[src/rtl/ptw_pkg.sv]
package ptw_pkg;

  typedef enum logic [2:0] {
    ST_IDLE,
    ST_ROOT_REQ,
    ST_ROOT_WAIT,
    ST_LEAF_REQ,
    ST_LEAF_WAIT,
    ST_RESULT
  } walk_state_e;

  typedef enum logic [1:0] {
    FLT_NONE  = 2'd0,
    FLT_LIMIT = 2'd1,
    FLT_ROOT  = 2'd2,
    FLT_LEAF  = 2'd3
  } walk_fault_e;

endpackage

[src/rtl/ptw_index_split.sv]
module ptw_index_split #(
  parameter int VA_W    = 32,
  parameter int OFF_W   = 10,
  parameter int OUTER_W = 12
) (
  input  logic [VA_W-1:0]                 vaddr,
  input  logic [OUTER_W:0]                limit,
  output logic [OUTER_W-1:0]              root_idx,
  output logic [VA_W-OFF_W-OUTER_W-1:0]   leaf_idx,
  output logic [OFF_W-1:0]                offset,
  output logic                            in_range
);
  localparam int INNER_W = VA_W - OFF_W - OUTER_W;

  assign offset   = vaddr[OFF_W-1:0];
  assign leaf_idx = vaddr[OFF_W +: INNER_W];
  assign root_idx = vaddr[VA_W-1 -: OUTER_W];
  assign in_range = ({1'b0, root_idx} < limit);
endmodule

[src/rtl/ptw_pte_decode.sv]
module ptw_pte_decode #(
  parameter int PA_W  = 32,
  parameter int OFF_W = 10
) (
  input  logic [PA_W-1:0]       pte,
  output logic                  mapped,
  output logic [PA_W-OFF_W-1:0] frame
);
  logic unused_pte_bits;

  assign mapped          = pte[0];
  assign frame           = pte[PA_W-1:OFF_W];
  assign unused_pte_bits = ^pte[OFF_W-1:1];
endmodule

[src/rtl/ptw_walk_ctrl.sv]
module ptw_walk_ctrl
  import ptw_pkg::*;
(
  input  logic        clk,
  input  logic        rst_n,
  input  logic        req_valid,
  input  logic        in_range,
  input  logic        mem_req_ready,
  input  logic        mem_rsp_valid,
  input  logic        pte_mapped,
  input  logic        rsp_ready,
  output walk_state_e state,
  output logic        req_ready,
  output logic        mem_req_valid,
  output logic        rsp_valid,
  output logic        cap_req,
  output logic        cap_root,
  output logic        cap_leaf,
  output walk_fault_e fault
);
  walk_state_e state_q, state_d;
  walk_fault_e fault_q, fault_d;

  always_ff @(posedge clk or negedge rst_n) begin
    if (!rst_n) begin
      state_q <= ST_IDLE;
      fault_q <= FLT_NONE;
    end else begin
      state_q <= state_d;
      fault_q <= fault_d;
    end
  end

  always_comb begin
    state_d       = state_q;
    fault_d       = fault_q;
    req_ready     = 1'b0;
    mem_req_valid = 1'b0;
    rsp_valid     = 1'b0;
    cap_req       = 1'b0;
    cap_root      = 1'b0;
    cap_leaf      = 1'b0;
    unique case (state_q)
      ST_IDLE: begin
        req_ready = 1'b1;
        if (req_valid) begin
          cap_req = 1'b1;
          if (in_range) begin
            fault_d = FLT_NONE;
            state_d = ST_ROOT_REQ;
          end else begin
            fault_d = FLT_LIMIT;
            state_d = ST_RESULT;
          end
        end
      end
      ST_ROOT_REQ: begin
        mem_req_valid = 1'b1;
        if (mem_req_ready) state_d = ST_ROOT_WAIT;
      end
      ST_ROOT_WAIT: begin
        if (mem_rsp_valid) begin
          if (pte_mapped) begin
            cap_root = 1'b1;
            state_d  = ST_LEAF_REQ;
          end else begin
            fault_d = FLT_ROOT;
            state_d = ST_RESULT;
          end
        end
      end
      ST_LEAF_REQ: begin
        mem_req_valid = 1'b1;
        if (mem_req_ready) state_d = ST_LEAF_WAIT;
      end
      ST_LEAF_WAIT: begin
        if (mem_rsp_valid) begin
          if (pte_mapped) begin
            cap_leaf = 1'b1;
            fault_d  = FLT_NONE;
          end else begin
            fault_d = FLT_LEAF;
          end
          state_d = ST_RESULT;
        end
      end
      ST_RESULT: begin
        rsp_valid = 1'b1;
        if (rsp_ready) state_d = ST_IDLE;
      end
      default: state_d = ST_IDLE;
    endcase
  end

  assign state = state_q;
  assign fault = fault_q;
endmodule

[src/rtl/pt_walker.sv]
module pt_walker
  import ptw_pkg::*;
#(
  parameter int VA_W    = 32,
  parameter int PA_W    = 32,
  parameter int OFF_W   = 10,
  parameter int OUTER_W = 12
) (
  input  logic               clk,
  input  logic               rst_n,
  input  logic               req_valid,
  output logic               req_ready,
  input  logic [VA_W-1:0]    req_vaddr,
  input  logic [PA_W-1:0]    tbl_base,
  input  logic [OUTER_W:0]   tbl_limit,
  output logic               rsp_valid,
  input  logic               rsp_ready,
  output logic [PA_W-1:0]    rsp_paddr,
  output logic [1:0]         rsp_fault,
  output logic               mem_req_valid,
  input  logic               mem_req_ready,
  output logic [PA_W-1:0]    mem_req_addr,
  input  logic               mem_rsp_valid,
  input  logic [PA_W-1:0]    mem_rsp_data
);
  localparam int INNER_W = VA_W - OFF_W - OUTER_W;
  localparam int FRAME_W = PA_W - OFF_W;
  localparam int PTE_SH  = 2;
  localparam int ROOT_PAD = PA_W - OUTER_W - PTE_SH;
  localparam int LEAF_PAD = PA_W - INNER_W - PTE_SH;

  walk_state_e state;
  walk_fault_e fault;
  logic cap_req, cap_root, cap_leaf;
  logic in_range, pte_mapped;

  logic [VA_W-1:0]    va_q;
  logic [PA_W-1:0]    base_q;
  logic [FRAME_W-1:0] leaf_tbl_q;
  logic [PA_W-1:0]    paddr_q;

  logic [OUTER_W-1:0] live_root_idx;
  logic [INNER_W-1:0] live_leaf_idx;
  logic [OFF_W-1:0]   live_offset;
  logic [OUTER_W-1:0] root_idx;
  logic [INNER_W-1:0] leaf_idx;
  logic [OFF_W-1:0]   offset;
  logic [FRAME_W-1:0] pte_frame;

  // Range check acts on the live request so a bad index never reaches memory.
  ptw_index_split #(.VA_W(VA_W), .OFF_W(OFF_W), .OUTER_W(OUTER_W)) u_live_split (
    .vaddr    (req_vaddr),
    .limit    (tbl_limit),
    .root_idx (live_root_idx),
    .leaf_idx (live_leaf_idx),
    .offset   (live_offset),
    .in_range (in_range)
  );

  logic unused_live;
  logic unused_range;
  assign unused_live = ^{live_root_idx, live_leaf_idx, live_offset};

  ptw_index_split #(.VA_W(VA_W), .OFF_W(OFF_W), .OUTER_W(OUTER_W)) u_held_split (
    .vaddr    (va_q),
    .limit    ({(OUTER_W+1){1'b1}}),
    .root_idx (root_idx),
    .leaf_idx (leaf_idx),
    .offset   (offset),
    .in_range (unused_range)
  );

  ptw_pte_decode #(.PA_W(PA_W), .OFF_W(OFF_W)) u_decode (
    .pte    (mem_rsp_data),
    .mapped (pte_mapped),
    .frame  (pte_frame)
  );

  ptw_walk_ctrl u_ctrl (
    .clk           (clk),
    .rst_n         (rst_n),
    .req_valid     (req_valid),
    .in_range      (in_range),
    .mem_req_ready (mem_req_ready),
    .mem_rsp_valid (mem_rsp_valid),
    .pte_mapped    (pte_mapped),
    .rsp_ready     (rsp_ready),
    .state         (state),
    .req_ready     (req_ready),
    .mem_req_valid (mem_req_valid),
    .rsp_valid     (rsp_valid),
    .cap_req       (cap_req),
    .cap_root      (cap_root),
    .cap_leaf      (cap_leaf),
    .fault         (fault)
  );

  always_ff @(posedge clk or negedge rst_n) begin
    if (!rst_n) begin
      va_q       <= '0;
      base_q     <= '0;
      leaf_tbl_q <= '0;
      paddr_q    <= '0;
    end else begin
      if (cap_req) begin
        va_q    <= req_vaddr;
        base_q  <= tbl_base;
        paddr_q <= '0;
      end
      if (cap_root) leaf_tbl_q <= pte_frame;
      if (cap_leaf) paddr_q    <= {pte_frame, offset};
    end
  end

  logic [PA_W-1:0] root_addr, leaf_addr;
  assign root_addr = base_q + {{ROOT_PAD{1'b0}}, root_idx, {PTE_SH{1'b0}}};
  assign leaf_addr = {leaf_tbl_q, {OFF_W{1'b0}}} + {{LEAF_PAD{1'b0}}, leaf_idx, {PTE_SH{1'b0}}};

  assign mem_req_addr = (state == ST_LEAF_REQ) ? leaf_addr : root_addr;
  assign rsp_paddr    = paddr_q;
  assign rsp_fault    = fault;
endmodule

[config.mk]
export PLATFORM = sky130hd
export DESIGN_NAME = pt_walker
export DESIGN_NICKNAME = d
export VERILOG_FILES = /design/src/rtl/ptw_pkg.sv /design/src/rtl/ptw_index_split.sv /design/src/rtl/ptw_pte_decode.sv /design/src/rtl/ptw_walk_ctrl.sv /design/src/rtl/pt_walker.sv
export SDC_FILE = /design/constraint.sdc
export NUM_CORES = 1
export LEC_CHECK = 0
export BUFFER_PORTS_ARGS = -buffer_cell sky130_fd_sc_hd__buf_2
export CELL_PAD_IN_SITES_DETAIL_PLACEMENT = 0
export CELL_PAD_IN_SITES_GLOBAL_PLACEMENT = 2
export CORE_ASPECT_RATIO = 0.7
export CORE_MARGIN = 10
export CORE_UTILIZATION = 36
export CTS_CLUSTER_SIZE = 20
export DETAILED_ROUTE_END_ITERATION = 16
export GPL_ROUTABILITY_DRIVEN = 0
export PLACE_DENSITY = 0.9
export SLEW_MARGIN = 10
export SYNTH_ARGS = -nofsm -noshare
export SYNTH_HDL_FRONTEND = slang
export SYNTH_HIERARCHICAL = 1
export SYNTH_SLANG_ARGS = --single-unit
[constraint.sdc]
create_clock -name clk -period 3.2 [get_ports clk]
set_input_delay 0 -clock clk [delete_from_list [all_inputs] [get_ports clk]]
set_output_delay 0 -clock clk [all_outputs]
set_load 0.02 [all_outputs]
# After elaboration in Yosys (flattened, before gate mapping)

Cells that the tools add are included.

Output and inout bits: 69
Input port bits: 115
Register bits after elaboration: 123
Logic and storage cells: 55

Add/subtract/negate cells: 2
Eq/ne operators: 12
Muxes and demuxes: 28
Reductions and logical operators: 6
Magnitude comparators: 1

Operator list:

| cell                                                | number |
|---|---|
| 2-to-1 mux 32 bit                                   | 3 |
| adder 32 x 12 -> 32 bit                             | 1 |
| adder 32 x 14 -> 32 bit                             | 1 |
| 2-to-1 mux 3 bit                                    | 8 |
| one-hot mux 3 bit (6 select lines)                  | 1 |
| != test 2 bit, second input constant                | 7 |
| less-than comparator 12 x 13 -> 1 bit               | 1 |
| 2-to-1 mux 1 bit                                    | 10 |
| 2-to-1 mux 2 bit                                    | 5 |
| equality test 3 x 2 -> 1 bit, second input constant | 2 |
| equality test 3 bit, second input constant          | 2 |
| one-hot mux 2 bit (3 select lines)                  | 1 |
| AND reduction 6 bit                                 | 1 |
| AND reduction 5 bit                                 | 1 |
| equality test 3 x 1 -> 1 bit, second input constant | 1 |
| zero test 3 bit                                     | 1 |
| nonzero test 3 bit                                  | 1 |
| nonzero test 2 bit                                  | 1 |
| OR reduction 2 bit                                  | 1 |

# Longest topological paths before layout

Gate-level depths: netlist (run 1).

Depth in word-level cells: 4
Gate-level depth with buffers: 9
Depth with buffers taken out: 9

# Modules after synthesis

Netlist (run 1), hierarchy kept.

By module, submodules not included:

| module          | instances | seq. area each (µm²) | cells each | area each (µm²) |
|---|---|---|---|---|
| pt_walker       | 1         | 2952.8               | 518        | 5957.0 |
| ptw_index_split | 2         | 0.0                  | 72         | 530.5 |
| ptw_walk_ctrl   | 1         | 125.1                | 49         | 384.1 |
| ptw_pte_decode  | 1         | 0.0                  | 23         | 172.7 |

# Least setup slack after synthesis (run 1)

Ideal clock, no wire load.

Path kind: register to register
Start: register u_ctrl.state_q[2], in the netlist u_ctrl/state[2]
End: register base_q[10]
Library setup time: 125 ps
Period minus slack after synthesis: 2580 ps
Required time: 3075 ps
Setup slack: 620 ps
Stages on the path, launching flop included: 7
Data arrival time: 2455 ps
Cells stage by stage: dfrtp_1 clkbuf_1 nor3_1 and2_1 buf_1 clkbuf_1 mux2_2

Longest elaborated chain between the ends: 2

Ends and longest elaborated chain:

| item                     | RTL line            | text |
|---|---|---|
| start: declaration       | ptw_walk_ctrl.sv:21 | `walk_state_e state_q, state_d;` |
| start signal: assignment | ptw_walk_ctrl.sv:29 | `state_q <= state_d;` |
| zero test 3 bit          | ptw_walk_ctrl.sv:43 | `unique case (state_q)` |
| 2-to-1 mux 1 bit         | ptw_walk_ctrl.sv:43 |  |
| via cap_req              | pt_walker.sv:34     | `logic cap_req, cap_root, cap_leaf;` |
| end signal: assignment   | pt_walker.sv:107    | `base_q <= tbl_base;` |
| end: declaration         | pt_walker.sv:38     | `logic [PA_W-1:0] base_q;` |

The timed path passes the listed nets, and every way through them passes these cells.
A chain may end at the register's enable or synchronous reset.

# Final worst setup path (run 1)

Start: register base_q[2]
End: output mem_req_addr[24]

Longest elaborated chain between the ends: 2

Ends and longest elaborated chain:

| item                    | RTL line         | text |
|---|---|---|
| adder 32 x 14 -> 32 bit | pt_walker.sv:116 | `assign root_addr = base_q + {{ROOT_PAD{1'b0}}, root_idx, {PTE_SH{1'b0}}};` |
| 2-to-1 mux 32 bit       | pt_walker.sv:119 | `assign mem_req_addr = (state == ST_LEAF_REQ) ? leaf_addr : root_addr;` |
| end: declaration        | pt_walker.sv:22  | `output logic [PA_W-1:0] mem_req_addr,` |

No other way between the ends.

==> results of run 1 <==
[flip-flops by register name, indices dropped and copies added, names as in the netlist]
| signal | flops |
|---|---|
| base_q | 32 |
| leaf_tbl_q | 22 |
| va_q | 32 |
| u_ctrl/fault | 2 |
| u_ctrl/state | 3 |
| rsp_paddr | 32 |
[final cells by class]
class	instances	area, µm²
clock buffer	19	453
inverter	18	67.6
multi-input combinational	439	3400
timing repair buffer	271	1850
clock inverter	13	166
tap	264	330
fill	1812	9730
sequential	123	3080
[where the power goes]
part           internal [mW]  switching (mW)  total (mW)
clock network           1.27           0.751        2.02
registers               2.32           0.708        3.03
logic                   2.25            3.03        5.28
[placed cells by master (no fill, tap or decap), types with 3 or more instances in the layout]
cell type and instances:
buf_2 173, dfrtp_1 123, dlygate4sd3_1 89, mux2_2 84, nand2_1 47, nor2_1 35, a21oi_1 35, a22o_1 32
xnor2_1 27, ha_1 25, o21ai_0 18, inv_1 17, clkbuf_16 17, xor2_1 16, nand3_1 14, nand4_1 13
nor3_1 9, and2_1 7, and3_1 7, a21o_1 7, buf_4 7, mux2i_1 6, a31oi_1 5, a211oi_1 5
and4_1 4, bufinv_16 3, clkinvlp_4 3, clkinv_4 3
[what timing repair did]
action / 4_1_cts / 5_1_grt
hold endpoints to repair: 162 / 0
endpoints found under the setup margin: 0 / 0
hold buffers: 89 / 0
[worst max-delay path, stage by stage (launching register included)]
cell and delay (ps):
dfrtp_1 380, ha_1 250, fa_1 420, a21o_1 240, a31o_2 280, nand4_1 210, a21oi_1 120, xnor2_1 170
o21ai_0 250, buf_2 220
[metrics by stage]
step	hold WS [ps]	power (mW)	utilization	std cells	setup WS (ps)
final	51.2	10.3	0.490	1147	232
after floorplan	-296	6.84	-	661	620
after global routing	73.1	11.0	0.490	1147	80.6
after detailed placement	96.1	8.29	0.411	1026	684
after CTS	37.5	10.5	0.490	1147	213
after global placement	103	8.25	0.411	1026	668
[routing by layer]
metal | global-route usage | part of all wire | vias to the layer above
li1 | - | - | 2736
met1 | 0.213 | 0.50 | 2647
met2 | 0.226 | 0.44 | 130
met3 | 0.0468 | 0.050 | 8
met4 | 0.0326 | 0.0072 | 0
met5 | 0 | 0 | -
[path summary, 6_finish.rpt]
kind / start / to / cells past startpoint / slack, ps
min in group asynchronous: rst_n / rsp_paddr[31] / 2 / 180
hold / removal: req_valid / u_ctrl/state[2] / 5 / 50
setup reg to reg: u_ctrl/state[1] / va_q[0] / 4 / 1170
max in group asynchronous: rst_n / base_q[14] / 3 / 2170
hold reg to reg: rsp_paddr[31] / rsp_paddr[31] / 1 / 490
setup / recovery: base_q[2] / mem_req_addr[24] / 9 / 230
==> summary.md, run 1 <==
| Metric | Value |
|---|---|
| Max-Cap Viols | `0` |
| Row count | `42` |
| First-pass GRT wire length | `31200 µm` |
| Slew HR | `0.531` |
| Post-synthesis cell count | `661` |
| Routed WL | `19700 µm` |
| Die X | `187 µm` |
| Gr ovfl total | `0` |
| Die area | `0.0256 mm²` |
| Fin. Hold Viols | `0` |
| Slew @ Worst Pin | `704 ps` |
| Layout cell share with drive strength beyond 1 | `0.357` |
| Total CTS buffers | `17` |
| Outcome | `finished, final reports clean` |
| PortBufs | `174` |
| Fin crit share | `0.927` |
| Gr usage total | `0.152` |
| Worst ir drop on vdd | `0.435 mV` |
| Synthesized area | `0.00704 mm²` |
| Setup violators final | `0` |
| Hold WC Path Type | `input port to flop` |
| Sink Count | `123` |
| Worst EP required | `3200 ps` |
| Wire per inst | `17.2 µm` |
| Via count | `5521` |
| Initial antenna violation count | `0` |
| Largest net degree at the start of global routing | `71` |
| Critical path fanouts, max | `5` |
| Critical path arrival | `2970 ps` |
| Average cell area after synthesis | `10.7 µm²` |
| CP Launch Type | `flop` |
| Pwr dens | `1110 mW/mm²` |
| Half-perimeter wire length after placement | `14300 µm` |
| Final slew viol count | `0` |
| Postcts setup bufs | `0` |
| Number of H-tree levels | `4` |
| Vias in the first global route | `5424` |
| Die Ht | `137 µm` |
| Antenna-violating nets left | `0` |
| Core area | `0.0191 mm²` |
| Max Fclk | `0.337 GHz` |
| Detailed Route Iter0 Violations | `306` |
| Dpl cell area | `0.00783 mm²` |
| Ports | `184` |
| Clk buf depth | `2` |
| Syn Nets | `803` |
| Fin area | `0.00934 mm²` |
| Final routed DRC violation total | `0` |
| CTS tree | `done` |
| Via-to-Cell Ratio | `4.81` |
| Clock transition at path regs | `60 ps` |
| Post_cts resized | `0` |
| Detailed Routing Iterations Pass 1 | `5` |
| RSZ-0062 raised after global routing | `no` |
| Initial core utilization | `0.369` |
| Critical path endpoint category | `primary output` |
| Worst-Skew Late Latency | `420 ps` |
| N_diodes | `0` |
| Nets | `1012` |
| TNS Setup | `0 ps` |
| Skew final | `7.78 ps` |
| Root Buffer | `clkbuf_16` |
| Tmin final | `2970 ps` |
| Leak | `4.34 nW` |
| WS Path Type | `flop to primary output` |
| Synth-to-layout area growth | `32.7%` |
| Yosys warning total | `6` |
No activity file was read; power rests on OpenSTA's default activity.
==> run 2, diff against run 1 <==
--- a/config.mk
+++ b/config.mk
@@ -6,15 +6,16 @@
 export NUM_CORES = 1
 export LEC_CHECK = 0
 export BUFFER_PORTS_ARGS = -buffer_cell sky130_fd_sc_hd__buf_2
+export CAP_MARGIN = 20
 export CELL_PAD_IN_SITES_DETAIL_PLACEMENT = 0
 export CELL_PAD_IN_SITES_GLOBAL_PLACEMENT = 2
 export CORE_ASPECT_RATIO = 0.7
 export CORE_MARGIN = 10
-export CORE_UTILIZATION = 36
+export CORE_UTILIZATION = 34
 export CTS_CLUSTER_SIZE = 20
 export DETAILED_ROUTE_END_ITERATION = 16
 export GPL_ROUTABILITY_DRIVEN = 0
-export PLACE_DENSITY = 0.9
+export PLACE_DENSITY = 0.86
 export SLEW_MARGIN = 10
 export SYNTH_ARGS = -nofsm -noshare
 export SYNTH_HDL_FRONTEND = slang
==> constraint.sdc (replaced) <==
create_clock -name clk -period 3.35 [get_ports clk]
set_input_delay 0 -clock clk [delete_from_list [all_inputs] [get_ports clk]]
set_output_delay 0 -clock clk [all_outputs]
set_load 0.02 [all_outputs]
==> run 2 against run 1 <==
Register-to-register slack lost 130 ps; clock power decreased by 9.9%; cell count increased by 0.52%; cell area down 0.51%; clock skew increased by 3.4 ps; non-clock buffer count increased by 1; flip-flop and latch count did not move; critical path depth did not move; sequential share of layout area increased by 0.17 points; largest cell class unchanged; highest routed layer unchanged.
==> summary.md, run 2 (same netlist as run 1, synthesis figures left out) <==
| Metric | Value |
|---|---|
| Slew HR | `0.423 (-0.108)` |
| Detailed Route Iter0 Violations | `290 (-5.2%)` |
| First-pass GRT wire length | `31700 µm (+1.8%)` |
| PnR worst setup slack | `375 ps (+143 ps)` |
| Clk buf depth | `2 (unchanged)` |
| Sink Count | `123 (unchanged)` |
| R2R setup slack | `1040 ps (-130 ps)` |
| Worst EP required | `3350 ps (+150 ps)` |
| RSZ-0062 raised after global routing | `no` |
| Fin. Hold Viols | `0 (unchanged)` |
| Total CTS buffers | `17 (unchanged)` |
| Worst-Skew Late Latency | `420 ps (about the same)` |
| Fin area | `0.00930 mm² (-0.51%)` |
| CP Launch Type | `flop` |
| Die Ht | `140 µm (+2.5%)` |
| Antenna-violating nets left | `0 (unchanged)` |
| Initial core utilization | `0.351 (-0.0182)` |
| WS Path Type | `flop to primary output` |
| Die area | `0.0270 mm² (+5.1%)` |
| Leak | `4.32 nW (-0.50%)` |
| Reg2reg end | `base_q[29]` |
| Hold WC Path Type | `input port to async pin` |
| Tmin final | `2980 ps` |
| Final routed DRC violation total | `0 (unchanged)` |
| Core area | `0.0201 mm² (+5.2%)` |
| Max-Cap Viols | `0 (unchanged)` |
| Detailed Routing Iterations Pass 1 | `4 (-1)` |
| Dpl cell area | `0.00782 mm² (-0.13%)` |
| Setup violators final | `0 (unchanged)` |
| RR Startpoint | `u_ctrl/state[2]` |
| Largest net degree at the start of global routing | `67 (-5.6%)` |
| Postcts setup bufs | `0 (unchanged)` |
| Critical path fanouts, max | `4 (-1)` |
| Final Util | `0.463 (-0.0266)` |
| Fin crit share | `0.888` |
| Vias in the first global route | `5506 (+1.5%)` |
| Wire per inst | `17.4 µm (+1.4%)` |
| Crit path to | `mem_req_addr[12]` |
| Max Fclk | `0.336 GHz` |
| Row count | `43 (+2.4%)` |
| Outcome | `finished, final reports clean` |
| Final hold slack | `10.5 ps (-40.7 ps)` |
| CTS tree | `done` |
| PortBufs | `174 (unchanged)` |
| Nets | `1013 (+0.099%)` |
| Ports | `184 (unchanged)` |
| Critical path arrival | `2980 ps (about the same)` |
| Half-perimeter wire length after placement | `15000 µm (+4.8%)` |
| Worst ir drop on vdd | `0.375 mV (-14%)` |
| Commonest non-fill, non-tap cell in the layout | `buf_2` |
| Via count | `5480 (-0.74%)` |
| Layout cell share with drive strength beyond 1 | `0.353 (-0.00373)` |
| Fin cells | `1153 (+0.52%)` |
| Post-Place Setup Slack | `809 ps (+125 ps)` |
| Highest-count cells in the layout ignoring fill and taps | `buf_2 (173), dfrtp_1 (123), dlygate4sd3_1 (89), mux2_2 (84), nand2_1 (47)` |
| Root Buffer | `clkbuf_16` |
| Slew @ Worst Pin | `866 ps (+162 ps)` |
| Critical path endpoint category | `primary output` |
| Crit path launch | `base_q[2]` |
| Number of H-tree levels | `4 (unchanged)` |
| Placed cells | `1033 (+0.68%)` |
| Total chip power | `9.82 mW (-5.0%)` |
| Die X | `192 µm (+2.6%)` |
| Pwr dens | `1060 mW/mm² (-4.5%)` |
| Synth-to-layout area growth | `32.0%` |
| Via-to-Cell Ratio | `4.75 (-1.3%)` |
| Gr usage total | `0.149 (-0.00296)` |
| Routed WL | `20100 µm (+1.9%)` |
| Clock transition at path regs | `60 ps (about the same)` |
| Final slew viol count | `0 (unchanged)` |
| Reg2reg path depth | `4 (unchanged)` |
| Skew final | `11.2 ps (+3.42 ps)` |
| Initial antenna violation count | `1 (+1)` |
| TNS Setup | `0 ps (unchanged)` |
| Gr ovfl total | `0 (unchanged)` |
-- run 2: metal layers --
layer  part of all wire  global-route usage  up-vias
met3              0.056              0.0404       18
met1               0.51               0.215     2597
met5                  0                   0        -
met2               0.42               0.210      131
met4              0.014              0.0488        0
li1                   -                   -     2734
-- run 2: cell type report --
type | count | area, µm²
repair buffers | 272 | 1830
flip-flops and latches | 123 | 3080
diodes | 2 | 5.00
multi-input cells | 439 | 3400
inverters | 18 | 67.6
fillers | 1901 | 10800
clock inverters | 6 | 88.8
well taps | 270 | 338
clock buffers | 23 | 488
-- run 2: worst min-delay path by stage --
stage	startpoint	end	slack [ps]	cells after the start
after floorplan	rst_n	base_q[0]	-300	0
after global placement	rst_n	rsp_paddr[22]	-90	1
after detailed placement	rst_n	rsp_paddr[22]	-90	1
after CTS	rst_n	u_ctrl/state[1]	2	2
after global routing	rst_n	rsp_paddr[11]	30	2
final	rst_n	rsp_paddr[22]	10	2
-- run 2: power breakdown --
group	leakage (nW)	total, mW	internal, mW	switching, mW
Clock	0.277	1.82	1.16	0.661
Sequential	1.52	2.91	2.22	0.692
Combinational	2.52	5.09	2.14	2.95
Total	4.32	9.82	5.52	4.30
-- run 2: what timing repair did --
| item | in CTS | in global routing |
|---|---|---|
| endpoints found under the hold margin | 145 | 0 |
| endpoints found under the setup margin | 0 | 0 |
| gates resized for setup | 0 | 0 |
| hold buffers | 89 | 0 |
-- run 2: worst max-delay path: stages, from the launching register on --
cell	delay [ps]
dfrtp_1	380
ha_1	240
fa_1	410
a21o_1	230
a31o_2	280
and2_1	180
a41oi_1	240
xnor2_1	110
o21ai_0	270
buf_2	230
